===== src/rtl/ebb_pkg.sv =====
package ebb_pkg;
   localparam int CTRL_W = 64;

   // Convert a most-significant-first bit number into a vector index.
   function automatic int msb_first(input int k);
      return CTRL_W - 1 - k;
   endfunction

   localparam int GE_POS    = msb_first(0);
   localparam int EXT_EN    = msb_first(30);
   localparam int PM_EN     = msb_first(31);
   localparam int RSV_HI    = msb_first(32);
   localparam int RSV_LO    = msb_first(33);
   localparam int EXT_OCC   = msb_first(62);
   localparam int PM_OCC    = msb_first(63);

   typedef enum logic [1:0] {
      SEL_CTRL = 2'd0,
      SEL_RET  = 2'd1,
      SEL_HDL  = 2'd2,
      SEL_NONE = 2'd3
   } ebb_sel_e;

   // Source 0 is the external line, source 1 the performance monitor.
   function automatic int en_pos(input int src);
      return (src == 0) ? EXT_EN : PM_EN;
   endfunction

   function automatic int occ_pos(input int src);
      return (src == 0) ? EXT_OCC : PM_OCC;
   endfunction

   localparam logic [31:0] RET_MASK  = {6'h3F, 14'h0, 1'b0, 10'h3FF, 1'b0};
   localparam logic [31:0] RET_MATCH = {6'b010011, 14'h0, 1'b0, 10'b0010010010, 1'b0};
   localparam int          RET_S_BIT = 11;
endpackage


===== src/rtl/ebb_ret_decode.sv =====
module ebb_ret_decode
   import ebb_pkg::*;
#(
   parameter int ILEN = 32
) (
   input  logic            valid,
   input  logic [ILEN-1:0] insn,
   output logic            is_ret,
   output logic            s_bit
);
   generate
      if (ILEN != 32) begin : g_bad_ilen
         $error("ebb_ret_decode: ILEN must be 32");
      end
   endgenerate

   always_comb begin
      is_ret = valid && ((insn & RET_MASK) == RET_MATCH);
      s_bit  = insn[RET_S_BIT];
   end
endmodule


===== src/rtl/ebb_event_arb.sv =====
module ebb_event_arb #(
   parameter int NSRC = 2
) (
   input  logic            clk,
   input  logic            rst_n,
   input  logic            ge,
   input  logic            hold,
   input  logic [NSRC-1:0] src_en,
   input  logic [NSRC-1:0] pulse,
   output logic            take,
   output logic [NSRC-1:0] fired
);
   generate
      if (NSRC < 1) begin : g_bad_nsrc
         $error("ebb_event_arb: NSRC must be at least 1");
      end
   endgenerate

   logic [NSRC-1:0] pend_q;
   logic [NSRC-1:0] cand;

   always_comb begin
      cand  = src_en & (pulse | pend_q);
      take  = ge && !hold && (|cand);
      fired = take ? cand : '0;
   end

   genvar gi;
   generate
      for (gi = 0; gi < NSRC; gi++) begin : g_src
         always_ff @(posedge clk or negedge rst_n) begin
            if (!rst_n)
               pend_q[gi] <= 1'b0;
            else if (fired[gi])
               pend_q[gi] <= 1'b0;
            else if (pulse[gi] && src_en[gi])
               pend_q[gi] <= 1'b1;
         end
      end
   endgenerate
endmodule


===== src/rtl/ebb_regs.sv =====
module ebb_regs
   import ebb_pkg::*;
#(
   parameter int XLEN  = 64,
   parameter int ALIGN = 2,
   parameter int NSRC  = 2
) (
   input  logic             clk,
   input  logic             rst_n,
   input  logic             sw_we,
   input  ebb_sel_e         sw_sel,
   input  logic [XLEN-1:0]  sw_wdata,
   input  logic             entry,
   input  logic [NSRC-1:0]  fired,
   input  logic [XLEN-1:ALIGN] nia_hi,
   input  logic             ret_ok,
   input  logic             ret_s,
   output logic [XLEN-1:0]  ctrl,
   output logic [XLEN-1:0]  ret_addr,
   output logic [XLEN-1:0]  hdl_addr
);
   generate
      if (XLEN != CTRL_W) begin : g_bad_xlen
         $error("ebb_regs: XLEN must equal CTRL_W");
      end
      if (ALIGN < 1 || ALIGN >= XLEN) begin : g_bad_align
         $error("ebb_regs: ALIGN out of range");
      end
   endgenerate

   localparam int HI_W = XLEN - ALIGN;

   logic [XLEN-1:0] ctrl_q, ctrl_d;
   logic [HI_W-1:0] ret_q, hdl_q;

   always_comb begin
      ctrl_d = ctrl_q;
      if (sw_we && sw_sel == SEL_CTRL)
         ctrl_d = sw_wdata;
      if (ret_ok)
         ctrl_d[GE_POS] = ret_s;
      if (entry) begin
         ctrl_d[GE_POS] = 1'b0;
         for (int i = 0; i < NSRC; i++)
            if (fired[i])
               ctrl_d[occ_pos(i)] = 1'b1;
      end
   end

   always_ff @(posedge clk or negedge rst_n) begin
      if (!rst_n) begin
         ctrl_q <= '0;
         ret_q  <= '0;
         hdl_q  <= '0;
      end else begin
         ctrl_q <= ctrl_d;
         if (entry)
            ret_q <= nia_hi;
         else if (sw_we && sw_sel == SEL_RET)
            ret_q <= sw_wdata[XLEN-1:ALIGN];
         if (sw_we && sw_sel == SEL_HDL)
            hdl_q <= sw_wdata[XLEN-1:ALIGN];
      end
   end

   assign ctrl     = ctrl_q;
   assign ret_addr = {ret_q, {ALIGN{1'b0}}};
   assign hdl_addr = {hdl_q, {ALIGN{1'b0}}};
endmodule


===== src/rtl/ebb_ctrl_unit.sv =====
module ebb_ctrl_unit
   import ebb_pkg::*;
#(
   parameter int XLEN  = 64,
   parameter int ILEN  = 32,
   parameter int ALIGN = 2
) (
   input  logic            clk,
   input  logic            rst_n,
   input  logic            ext_evt_i,
   input  logic            pm_evt_i,
   input  logic [XLEN-1:0] nia_i,
   input  logic            insn_valid_i,
   input  logic [ILEN-1:0] insn_i,
   input  logic            sw_we_i,
   input  logic [1:0]      sw_sel_i,
   input  logic [XLEN-1:0] sw_wdata_i,
   output logic [XLEN-1:0] sw_rdata_o,
   output logic            redirect_o,
   output logic [XLEN-1:0] redirect_pc_o,
   output logic            prog_exc_o
);
   localparam int NSRC = 2;

   ebb_sel_e        sel;
   logic            is_ret, ret_s, ret_ok, rsv_bad;
   logic            evt_take;
   logic [NSRC-1:0] fired, src_en, pulses;
   logic [XLEN-1:0] ctrl_q, ret_addr, hdl_addr;

   assign sel = ebb_sel_e'(sw_sel_i);

   ebb_ret_decode #(.ILEN(ILEN)) u_dec (
      .valid  (insn_valid_i),
      .insn   (insn_i),
      .is_ret (is_ret),
      .s_bit  (ret_s)
   );

   always_comb begin
      rsv_bad = |ctrl_q[RSV_HI:RSV_LO];
      ret_ok  = is_ret && !rsv_bad;
      for (int i = 0; i < NSRC; i++)
         src_en[i] = ctrl_q[en_pos(i)];
      pulses = {pm_evt_i, ext_evt_i};
   end

   ebb_event_arb #(.NSRC(NSRC)) u_arb (
      .clk    (clk),
      .rst_n  (rst_n),
      .ge     (ctrl_q[GE_POS]),
      .hold   (is_ret),
      .src_en (src_en),
      .pulse  (pulses),
      .take   (evt_take),
      .fired  (fired)
   );

   ebb_regs #(.XLEN(XLEN), .ALIGN(ALIGN), .NSRC(NSRC)) u_regs (
      .clk      (clk),
      .rst_n    (rst_n),
      .sw_we    (sw_we_i),
      .sw_sel   (sel),
      .sw_wdata (sw_wdata_i),
      .entry    (evt_take),
      .fired    (fired),
      .nia_hi   (nia_i[XLEN-1:ALIGN]),
      .ret_ok   (ret_ok),
      .ret_s    (ret_s),
      .ctrl     (ctrl_q),
      .ret_addr (ret_addr),
      .hdl_addr (hdl_addr)
   );

   always_comb begin
      case (sel)
         SEL_CTRL: sw_rdata_o = ctrl_q;
         SEL_RET:  sw_rdata_o = ret_addr;
         SEL_HDL:  sw_rdata_o = hdl_addr;
         default:  sw_rdata_o = '0;
      endcase
      redirect_o    = evt_take || ret_ok;
      redirect_pc_o = ret_ok ? ret_addr : hdl_addr;
      prog_exc_o    = is_ret && rsv_bad;
   end
endmodule


===== config.mk =====
export PLATFORM = sky130hd
export DESIGN_NAME = ebb_ctrl_unit
export DESIGN_NICKNAME = d
export VERILOG_FILES = /design/src/rtl/ebb_pkg.sv /design/src/rtl/ebb_ret_decode.sv /design/src/rtl/ebb_event_arb.sv /design/src/rtl/ebb_regs.sv /design/src/rtl/ebb_ctrl_unit.sv
export SDC_FILE = /design/constraint.sdc
export NUM_CORES = 1
export LEC_CHECK = 0
export ABC_AREA = 1
export BUFFER_PORTS_ARGS = -buffer_cell sky130_fd_sc_hd__buf_2
export CAP_MARGIN = 20
export CORE_MARGIN = 2
export CORE_UTILIZATION = 45
export CTS_BUF_LIST = sky130_fd_sc_hd__clkbuf_16
export DETAILED_ROUTE_END_ITERATION = 10
export PLACE_DENSITY = 0.71
export SLEW_MARGIN = 20
export SYNTH_ARGS = -nofsm -noshare
export SYNTH_HDL_FRONTEND = slang
export SYNTH_HIERARCHICAL = 1
export SYNTH_SLANG_ARGS = --single-unit

===== constraint.sdc =====
create_clock -name clk -period 1.78 [get_ports clk]
set_input_delay 0.089 -clock clk [delete_from_list [all_inputs] [get_ports clk]]
set_output_delay 0.089 -clock clk [all_outputs]
set_load 0.01 [all_outputs]

==> results.md <==
* H-Tree Depth at 4
* Hold Crit Class: in2reg
* Final Max Tran Viols at 0
* Skew final at 0.01238 ns
* Endpoint class of the critical path: output port
* Final Hold Viols at 0
* Largest family of logic cells by synthesized area: simple AND/OR/NAND/NOR gates
* Min cycle time layout at 1.772 ns
* Final Cycle Share at 99.53%
* Die H at 156.9 um
* FP Rows at 55
* Num CTS Buffers at 17
* Worst Slack Setup Final at 0.008374 ns
* Max Clk Rate at 564.5 MHz
* Fin cells at 2143
* Worst r2r src: u_regs/ctrl[63]
* Xor and xnor area share after synthesis at 0%
* Register bit total from synthesis at 190
* 1st-iter DRT viols at 1220
* Status: completed
* Unrepaired setup endpoints after global routing: yes
* Area of the core at 22780 sq um
* CTS root buffer: clkbuf_16
* Post-synthesis sequential area ratio at 45.18%
* Ys flop type: dfrtp_1
* Port-buffer cells at 278
* Initial Utilization at 46.20%
* Post-synth EDFFs at 0
* Pin count of the biggest net entering global routing at 64
* First-pass GRT wire length at 56290 um
* Synth Area in Compound Gates at 9.083%
* Multi-input logic area at 4767 sq um
* Yosys warns at 6
* DP HPWL at 22170 um
* First-pass DRT Iterations at 6
* Crit path kind: reg2out
* Post-synthesis adder-cell area fraction at 0%
* Die Wd at 156.9 um
* CTS tree: yes
* Placed inst area at 12160 sq um
* Worst path arrival time at 1.68 ns
* Die Footprint at 24630 sq um
* Cell taking the most area after synthesis: dfrtp_1
* Count leader, synth: nand2_1
* DR vias at 11740
* VDD IR-drop max at 657.3 uV
* Leakage at 0.007521 uW
* WL per Instance at 17.59 um
* # fillers at 2009
* Post-place setup slack at 0.001266 ns
* Vias/cell at 5.476
* Layout cells sized above 1 at 21.92%
* Critical Path Start Type: flip-flop
* Clk buf depth at 2
* Pwr Density at 1056 nW/um^2
* Final net count at 1980
* Routed Antenna Nets at 0
* Initial antenna violation count at 4
* Clk Latency, worst-skew pair at 0.43 ns
* Avg Inst Size Synth at 7.283 sq um
* Register area at 4755 sq um
* Total grt overflow at 0
* Final WL at 37690 um
* Distinct cells, synth at 20
* Vias in the first global route at 11060
* Area contributors post-synth: dfrtp_1 45%, nand2_1 19%, nand3_1 15%, o21ai_0 8.6%, buf_6 3.2%
* Max FO, Critical Path at 14
* I/O pins at 298
* Max-Cap Viols at 0
* Placed cells at 1967
* Final setup vio count at 0
* Post-route cell area at 14310 sq um
* Ys async rst share at 100.0%
* CP Data Required Time at 1.69 ns
* Post-synthesis mux area share at 0%
* Top post-synthesis cells by count: 519 x nand2_1, 324 x nand3_1, 190 x dfrtp_1
* Synth top area share at 45.18%
* Worst setup startpoint: u_regs/ctrl[31]
* Syn Inst Count at 1445
* Synth Cell Area at 10520 sq um
* Setup TNS at 0 ns
* Hold Startpoint: nia_i[16]
* Post-Synth Simple-Gate Area at 35.13%
* CTS Sinks at 190
* DRC viols at 0
* Clk slew on worst S/H paths at 0.07 ns
* Area Overhead vs Synth at 35.96%
* Routability congestion estimate at 0.8752
* Total GRT Usage at 29.24%
==> state kept, by name (all words and copies together), names as in the netlist <==
register and count:
u_arb/pend_q 2, u_regs/ctrl 64, u_regs/hdl_q 62, u_regs/ret_q 62
==> layer usage <==
| layer | vias to the layer above | GRT usage, % | part of all wire [%] |
|---|---|---|---|
| met4 | 0 | 12.15 | 3.2 |
| li1 | 5438 | - | - |
| met2 | 702 | 48.79 | 48 |
| met1 | 5489 | 38.06 | 40 |
| met5 | - | 0 | 0 |
| met3 | 107 | 4.515 | 8.8 |
==> cells in the final DEF (no fill, tap or decap) <==
master / count
nand3_2: 1
inv_6: 3
inv_1: 79
nand2_2: 18
buf_12: 23
clkbuf_16: 21
inv_2: 4
buf_16: 2
nand3_4: 1
nor2_1: 9
a21oi_1: 5
clkinvlp_4: 3
clkinv_1: 3
dfrtp_1: 190
o21ai_0: 181
buf_6: 7
clkbuf_8: 1
nand2_8: 1
nor2_2: 2
nand2_1: 500
diode_2: 5
nor2_4: 5
buf_2: 273
o21ai_1: 5
clkinv_2: 2
nand3_1: 323
clkinv_4: 2
nand4_1: 1
dlygate4sd3_1: 125
buf_4: 27
conb_1: 4
nand2_4: 3
bufinv_16: 1
==> power by group <==
part           switching (uW)  total, uW  internal, uW
Clock                    1730       3650          1920
Combinational            2940       5100          2170
Sequential                880       6350          5470
Total                    5550      15100          9560
==> kinds of logic (layout without fill, tap and decap cells) <==
kind of cell,count (synthesis),count (layout)
flops,190,190
other cells,1,9
buf+inv,199,576
simple gates,864,864
compound gates,191,191
==> final cells by class <==
type	count	area share (%)
Sequential cell	190	33.23
Timing Repair Buffer	462	24.66
Clock inverter	15	0.8482
Multi-Input combinational cell	1059	33.32
Clock buffer	17	2.973
Inverter	82	2.151
Tap cell	313	2.737
Antenna cell	5	0.08744
==> timing repair <==
item | in CTS | in global routing
hold endpoints to repair | 294 | 0
hold buffers | 125 | 0
pin swaps | 2 | 4
gates resized for setup | 4 | 31
buffers inserted | 1 | 7
gates cloned | 1 | 5
endpoints found under the setup margin | 50 | 71
==> stage by stage <==
stage          total power (uW)  utilization, %  hold slack (ns)
2_1_floorplan              9157               -          -0.2066
3_3_place_gp              10770           53.38          0.04123
3_5_place_dp              10900           53.38          0.04257
4_1_cts                   14860           61.52         0.003338
5_1_grt                   15980           62.81          0.01858
6_report                  15100           62.82         0.005641
==> final timing paths <==
path	to	slack (ns)	cells after the start
worst max register to register	u_regs/ret_q[1]	0.14	10
worst min register to register	u_regs/ctrl[38]	0.49	2
worst min-delay path	u_regs/ret_q[14]	0.006	5
max in group asynchronous	u_regs/hdl_q[19]	0.93	3
min in group asynchronous	u_regs/ctrl[55]	0.14	2
worst max-delay path	redirect_pc_o[8]	0.008	7
==> worst max-delay path, cell delays in order (launching register included) <==
cell and delay, ns:
dfrtp_1 0.41, nor2_4 0.14, buf_12 0.14, nand2_8 0.09, clkbuf_16 0.21, nand2_1 0.07
nand2_1 0.06, buf_2 0.14
No activity file was read; power rests on OpenSTA's default activity.
